## src/rtl/wdt_pkg.sv

```systemverilog
// Shared definitions for the guarded watchdog: register selects,
// mode bit positions and the two feed codes.
// Assumes a 2-bit word address inside the watchdog register space.
package wdt_pkg;
    localparam int REG_ADDR_W = 2;
    localparam int FEED_W     = 8;

    typedef enum logic [REG_ADDR_W-1:0] {
        REG_MODE   = 2'd0,
        REG_RELOAD = 2'd1,
        REG_FEED   = 2'd2,
        REG_COUNT  = 2'd3
    } reg_sel_e;

    localparam int MODE_EN_BIT   = 0;
    localparam int MODE_RSEN_BIT = 1;
    localparam int MODE_FLAG_BIT = 2;

    localparam logic [FEED_W-1:0] FEED_OPEN  = 8'hAA;
    localparam logic [FEED_W-1:0] FEED_CLOSE = 8'h55;
endpackage

```

## src/rtl/wdt_regs.sv

```systemverilog
// Register file of the watchdog: sticky mode bits, the reload value and
// the combinational read multiplexer.
// Assumes writes happen only when bus_sel and bus_we are both high.
module wdt_regs
    import wdt_pkg::*;
#(
    parameter int DATA_W = 32
) (
    input  logic                  clk,
    input  logic                  rst_n,
    input  logic                  sel,
    input  logic                  we,
    input  logic [REG_ADDR_W-1:0] addr,
    input  logic [DATA_W-1:0]     wdata,
    input  logic                  flag,
    input  logic [DATA_W-1:0]     count,
    output logic                  en,
    output logic                  rst_en,
    output logic [DATA_W-1:0]     reload_val,
    output logic [DATA_W-1:0]     rdata
);
    logic wr_mode;
    logic wr_reload;

    assign wr_mode   = sel && we && (addr == REG_MODE);
    assign wr_reload = sel && we && (addr == REG_RELOAD);

    // Purpose: hold the set-only mode bits and the reload value.
    always_ff @(posedge clk) begin
        if (!rst_n) begin
            en         <= 1'b0;
            rst_en     <= 1'b0;
            reload_val <= '1;
        end else begin
            if (wr_mode) begin
                en     <= en     | wdata[MODE_EN_BIT];
                rst_en <= rst_en | wdata[MODE_RSEN_BIT];
            end
            if (wr_reload) begin
                reload_val <= wdata;
            end
        end
    end

    // Purpose: present the addressed register on the read bus.
    always_comb begin
        rdata = '0;
        case (addr)
            REG_MODE: begin
                rdata[MODE_EN_BIT]   = en;
                rdata[MODE_RSEN_BIT] = rst_en;
                rdata[MODE_FLAG_BIT] = flag;
            end
            REG_RELOAD: rdata = reload_val;
            REG_COUNT:  rdata = count;
            default:    rdata = '0;
        endcase
    end

    assert_enable_sticky_R3: assert property (@(posedge clk) disable iff (!rst_n)
        en |=> en);
    assert_resen_sticky_R3: assert property (@(posedge clk) disable iff (!rst_n)
        rst_en |=> rst_en);
    assert_reload_capture_R2: assert property (@(posedge clk) disable iff (!rst_n)
        wr_reload |=> reload_val == $past(wdata));
    assert_unselected_quiet_R8: assert property (@(posedge clk) disable iff (!rst_n)
        !sel |=> $stable(reload_val));
endmodule

```

## src/rtl/wdt_feed_seq.sv

```systemverilog
// Feed sequence tracker. It remembers an opening feed write and judges
// the next selected access: either a valid close or a violation.
// Assumes sel marks every access to the watchdog register space.
module wdt_feed_seq
    import wdt_pkg::*;
(
    input  logic                  clk,
    input  logic                  rst_n,
    input  logic                  sel,
    input  logic                  we,
    input  logic [REG_ADDR_W-1:0] addr,
    input  logic [FEED_W-1:0]     feed_byte,
    output logic                  feed_ok,
    output logic                  breach
);
    logic pending;
    logic feed_wr;
    logic opens;

    assign feed_wr = sel && we && (addr == REG_FEED);
    assign opens   = feed_wr && (feed_byte == FEED_OPEN);
    assign feed_ok = pending && feed_wr && (feed_byte == FEED_CLOSE);
    assign breach  = pending && sel && !feed_ok;

    // Purpose: track whether an opening feed write awaits its close.
    always_ff @(posedge clk) begin
        if (!rst_n) begin
            pending <= 1'b0;
        end else if (pending) begin
            if (sel) pending <= 1'b0;
        end else if (opens) begin
            pending <= 1'b1;
        end
    end

    assert_pending_ends_R9: assert property (@(posedge clk) disable iff (!rst_n)
        pending && sel |=> !pending);
    assert_open_arms_R8: assert property (@(posedge clk) disable iff (!rst_n)
        !pending && opens |=> pending);
    assert_gap_keeps_R8: assert property (@(posedge clk) disable iff (!rst_n)
        pending && !sel |=> pending);
    assert_stray_ignored_R11: assert property (@(posedge clk) disable iff (!rst_n)
        !pending && !opens |=> !pending);
endmodule

```

## src/rtl/wdt_countdown.sv

```systemverilog
// Countdown engine. It starts on a complete feed while enabled, counts
// down once per clock, and fires on expiry or on a feed violation.
// Assumes feed_ok and breach are never high together.
module wdt_countdown #(
    parameter int CNT_W = 32
) (
    input  logic             clk,
    input  logic             rst_n,
    input  logic             en,
    input  logic             rst_en,
    input  logic [CNT_W-1:0] reload_val,
    input  logic             feed_ok,
    input  logic             breach,
    output logic [CNT_W-1:0] count,
    output logic             flag,
    output logic             wdt_reset
);
    logic active;
    logic fire;
    logic start;

    assign fire  = active && ((count == '0) || breach);
    assign start = feed_ok && en;

    // Purpose: run state, counter, sticky flag and reset pulse.
    always_ff @(posedge clk) begin
        if (!rst_n) begin
            active    <= 1'b0;
            count     <= '0;
            flag      <= 1'b0;
            wdt_reset <= 1'b0;
        end else begin
            flag      <= flag | fire;
            wdt_reset <= fire && rst_en;
            if (fire) begin
                active <= 1'b0;
            end else if (start) begin
                active <= 1'b1;
                count  <= reload_val;
            end else if (active) begin
                count <= count - 1'b1;
            end
        end
    end

    assert_single_pulse_R7: assert property (@(posedge clk) disable iff (!rst_n)
        wdt_reset |=> !wdt_reset);
    assert_pulse_gated_R7: assert property (@(posedge clk) disable iff (!rst_n)
        wdt_reset |-> rst_en);
    assert_flag_sticky_R6: assert property (@(posedge clk) disable iff (!rst_n)
        flag |=> flag);
    assert_decrement_R5: assert property (@(posedge clk) disable iff (!rst_n)
        active && (count != '0) && !breach && !feed_ok |=> count == $past(count) - 1'b1);
    assert_idle_hold_R4: assert property (@(posedge clk) disable iff (!rst_n)
        !active && !start |=> $stable(count));
    assert_breach_fires_R9: assert property (@(posedge clk) disable iff (!rst_n)
        active && breach |=> flag);
endmodule

```

## src/rtl/wdt_guard.sv

```systemverilog
// Top of the guarded watchdog: ties the register file, feed tracker and
// countdown engine to the register bus.
// Assumes a single bus master and a synchronous active-low reset.
module wdt_guard
    import wdt_pkg::*;
#(
    parameter int DATA_W = 32
) (
    input  logic                  clk,
    input  logic                  rst_n,
    input  logic                  bus_sel,
    input  logic                  bus_we,
    input  logic [REG_ADDR_W-1:0] bus_addr,
    input  logic [DATA_W-1:0]     bus_wdata,
    output logic [DATA_W-1:0]     bus_rdata,
    output logic                  timeout_flag,
    output logic                  wdt_reset
);
    localparam int CNT_W = DATA_W;

    logic             en;
    logic             rst_en;
    logic [CNT_W-1:0] reload_val;
    logic [CNT_W-1:0] count;
    logic             feed_ok;
    logic             breach;

    wdt_regs #(.DATA_W(DATA_W)) u_regs (
        .clk        (clk),
        .rst_n      (rst_n),
        .sel        (bus_sel),
        .we         (bus_we),
        .addr       (bus_addr),
        .wdata      (bus_wdata),
        .flag       (timeout_flag),
        .count      (count),
        .en         (en),
        .rst_en     (rst_en),
        .reload_val (reload_val),
        .rdata      (bus_rdata)
    );

    wdt_feed_seq u_feed (
        .clk       (clk),
        .rst_n     (rst_n),
        .sel       (bus_sel),
        .we        (bus_we),
        .addr      (bus_addr),
        .feed_byte (bus_wdata[FEED_W-1:0]),
        .feed_ok   (feed_ok),
        .breach    (breach)
    );

    wdt_countdown #(.CNT_W(CNT_W)) u_count (
        .clk        (clk),
        .rst_n      (rst_n),
        .en         (en),
        .rst_en     (rst_en),
        .reload_val (reload_val),
        .feed_ok    (feed_ok),
        .breach     (breach),
        .count      (count),
        .flag       (timeout_flag),
        .wdt_reset  (wdt_reset)
    );
endmodule

```

## config.mk

```make
export PLATFORM = sky130hd
export DESIGN_NAME = wdt_guard
export DESIGN_NICKNAME = d
export VERILOG_FILES = /design/src/rtl/wdt_pkg.sv /design/src/rtl/wdt_regs.sv /design/src/rtl/wdt_feed_seq.sv /design/src/rtl/wdt_countdown.sv /design/src/rtl/wdt_guard.sv
export SDC_FILE = /design/constraint.sdc
export NUM_CORES = 1
export LEC_CHECK = 0
export ABC_AREA = 1
export BUFFER_PORTS_ARGS = -buffer_cell sky130_fd_sc_hd__clkbuf_2
export CORE_MARGIN = 4
export CORE_UTILIZATION = 45
export CTS_CLUSTER_DIAMETER = 40
export DETAILED_ROUTE_END_ITERATION = 10
export GPL_TIMING_DRIVEN = 1
export PLACE_DENSITY = 0.77
export SLEW_MARGIN = 20
export SYNTH_ARGS = -nofsm -noshare
export SYNTH_HDL_FRONTEND = slang
export SYNTH_HIERARCHICAL = 1
export SYNTH_SLANG_ARGS = --single-unit
```

## constraint.sdc

```tcl
create_clock -name clk -period 1.95 [get_ports clk]
set_input_delay 0.195 -clock clk [delete_from_list [all_inputs] [get_ports clk]]
set_output_delay 0.195 -clock clk [all_outputs]
set_load 0.05 [all_outputs]
```

==> flow_metrics.tcl <==
set metrics [dict create \
    finalNetCount 884 \
    num_rows 36 \
    areaGrowthSynthToFinish_pct 17.54 \
    seq_area_frac_synth_pct 31.38 \
    p_sw_uw 877.7 \
    final_area_um2 5249 \
    vias_per_cell 5.013 \
    fin_ws_ns 0.1623 \
    maxCapViolCount 0 \
    core_area_um2 9729 \
    worstSetupPathType "reg2reg" \
    wl_per_cell_um 12.76 \
    hpwlAfterDp_um 8953 \
    synth_area_um2 4466 \
    dp_cells 967 \
    yosys-top-cells-area "dfxtp_1 31%, nand2_1 27%, nor2_1 11%" \
    clk_path_buf_depth 2 \
    place_congestion 0.9424 \
    antenna_cells 0 \
    setup_viol 0 \
    drive_above_1_share_pct 15.76 \
    grt_max_degree 69 \
    slew_headroom_pct 59.66 \
    holdWs_ns 0.04263 \
    clk_pin_slew_ns 0.08 \
    fin_skew_ns 0.01092 \
    finalMaxSlewViolations 0 \
    combPwrFrac_pct 11.0 \
    initial_utilization_pct 45.90 \
    max-vdd-ir-drop_mv 0.3783 \
    pwr-share-seq_pct 42.3 \
    ys_top_cells_by_count "318 x nand2_1, 128 x nor2_1, 84 x nand3_1" \
    met2_length_um 5778 \
    cts_tree "yes" \
    die_y_um 107.6 \
    synth_cell_types 26 \
    cp.required_ns 2.19 \
    synth_edf_count 0 \
    ant_nets 0 \
    worstPathCellList "inv_1, ha_1, nand2_2, nor2_4, nand2_2, inv_2, nand2_2, nand3_2, nand2_8, o21ai_1, nor2_1" \
    rsz0062_at_grt "no" \
    cp_slowest_stage_delay_ns 0.33 \
    fmax_mhz 559.4 \
    grt_pass1_vias 4458 \
    yosysMostFrequentCell "nand2_1" \
    synth_ff_type "dfxtp_1" \
    finalSetupTns_ns 0 \
    wl_met1_um 5698 \
    power_switching_share_pct 25.19 \
    die_x_um 107.6 \
    ys_ff_latch 70 \
    yosys.area.top_type "dfxtp_1" \
    p_total_mw 3.485 \
    clock_sinks 70 \
    status "finished, final reports clean" \
    intPower_mw 2.607 \
    cts_buffers 9 \
    hold_viol_final 0 \
    num_vias 4928 \
    placed_cell_area_um2 4960 \
    utilization_pct 53.95 \
    htree_levels 3 \
    cp.arrival_ns 2.03 \
    tightest_slew_ns 0.6030 \
    finalCriticalPeriod_ns 1.788 \
    drc_errors 0 \
    gr-total-overflow 0 \
    p_clk_share_pct 46.7 \
    routed.top_layer "met4" \
    routed_wl_um 12540 \
    clock_latency_ns 0.35 \
    power_density_nw_per_um2 663.9 \
    syn-num-nets 817 \
    dr.pass1.iters 7 \
    holdCritPathClass "in2reg" \
    wl_met3_um 811 \
    cp_max_fo 27 \
    grtUsageTotal_pct 22.21 \
    async_flop_share_pct 0 \
    port_buffers 71 \
    worst_path_most_repeated_cell "nand2_2" \
    crit_path_end_kind "flip-flop" \
    synth_warnings 6 \
    ioPinCount 72 \
    grt_pass1_wl_um 20890 \
    cts-root-buf "clkbuf_8" \
    p_leak_nw 2.801 \
    cts_setup_buffers 0 \
    die-area_um2 11580 \
    worst_setup_path_start_kind "flip-flop" \
    finalCritPeriodShare_pct 91.68 \
    antenna_found_initial 0 \
    instances_no_fill 983 \
    postSynthCellCount 778 \
    detailedPlace.worstSlack_ns 0.1668 \
    synth.avg_cell_area_um2 5.740 \
    cp_slowest_cell "dfxtp_1" \
    synthDominantCellAreaShare_pct 31.38 \
    drt_iter0_drc 427 \
]
[state kept, by name (all words and copies together), names as in the netlist]
name and cells:
u_count/count 32, u_regs/reload_val 32, u_count/active 1, u_count/flag 1, u_count/wdt_reset 1, u_feed/pending 1, u_regs/en 1, u_regs/rst_en 1
[final timing paths]
check,from,to,slack [ns],cells past startpoint
max,u_count/count[0]$_SDFFE_PN0P_,u_count/count[5]$_SDFFE_PN0P_,0.16,11
max reg2reg,u_count/count[0]$_SDFFE_PN0P_,u_count/count[5]$_SDFFE_PN0P_,0.16,11
min reg2reg,u_regs/rst_en$_SDFFE_PN0P_,u_count/wdt_reset$_SDFF_PN0_,0.48,2
min,bus_wdata[9],u_regs/reload_val[9]$_SDFFE_PN1P_,0.04,3
[cells in the final DEF (no fill, tap or decap)]
cell type    n
nand2_1    318
nor2_1     128
nand3_1     84
clkbuf_2    71
dfxtp_1     70
inv_1       58
o21ai_1     18
o21ai_0     17
buf_4       13
clkbuf_8    11
a21oi_1     10
nor2_2       7
nand2_2      7
nand4_1      7
inv_2        5
nor2_4       5
bufinv_16    4
buf_12       4
nand2_8      2
xor2_1       2
or2_2        2
nand3b_1     2
clkinv_4     1
nand2_4      1
nand3_2      1
nor3_1       1
ha_1         1
[cell type report]
cell class | count | area (µm²)
clock inverter | 5 | 128.9
fill | 1024 | 4481
clock buffer | 11 | 151.4
inverter | 63 | 236.5
timing repair buffer | 88 | 533.0
tap | 133 | 166.4
multi-input combinational | 613 | 2631
sequential | 70 | 1401
[power by group through the flow]
| stage | registers, mW | clock network [mW] | logic [mW] |
|---|---|---|---|
| after global routing | 1.48 | 1.71 | 0.419 |
| after detailed placement | 1.51 | 0 | 0.386 |
| after CTS | 1.47 | 1.65 | 0.387 |
| after global placement | 1.51 | 0 | 0.386 |
| after floorplan | 1.50 | 0 | 0.267 |
| final | 1.47 | 1.63 | 0.384 |
[per-layer routing]
metal,vias to the layer above,track usage [%]
met5,-,0
met4,0,8.476
met3,18,3.119
met2,161,35.21
met1,2210,30.52
li1,2539,-
[worst max-delay path: cells and delay by family (launching register included)]
kind / cells / cell delay, ns
DFF: 1 / 0.33
buffers and inverters: 2 / 0.13
adders and majority gates: 1 / 0.24
AOI/OAI and AO/OA: 1 / 0.22
and+or+nand+nor: 7 / 0.75
[cell families after synthesis]
family	after synthesis	share of synthesized area, %
xor+xnor	2	0.3923
fa+ha+maj	1	0.2801
flops	70	31.38
compound gates	45	5.044
buf+inv	95	9.891
simple gates	565	53.01
[what timing repair did]
item	CTS	global route
resized for setup	0	1
hold buffers	0	0
setup endpoints to repair	0	1
Power figures use the tool's default switching activity.
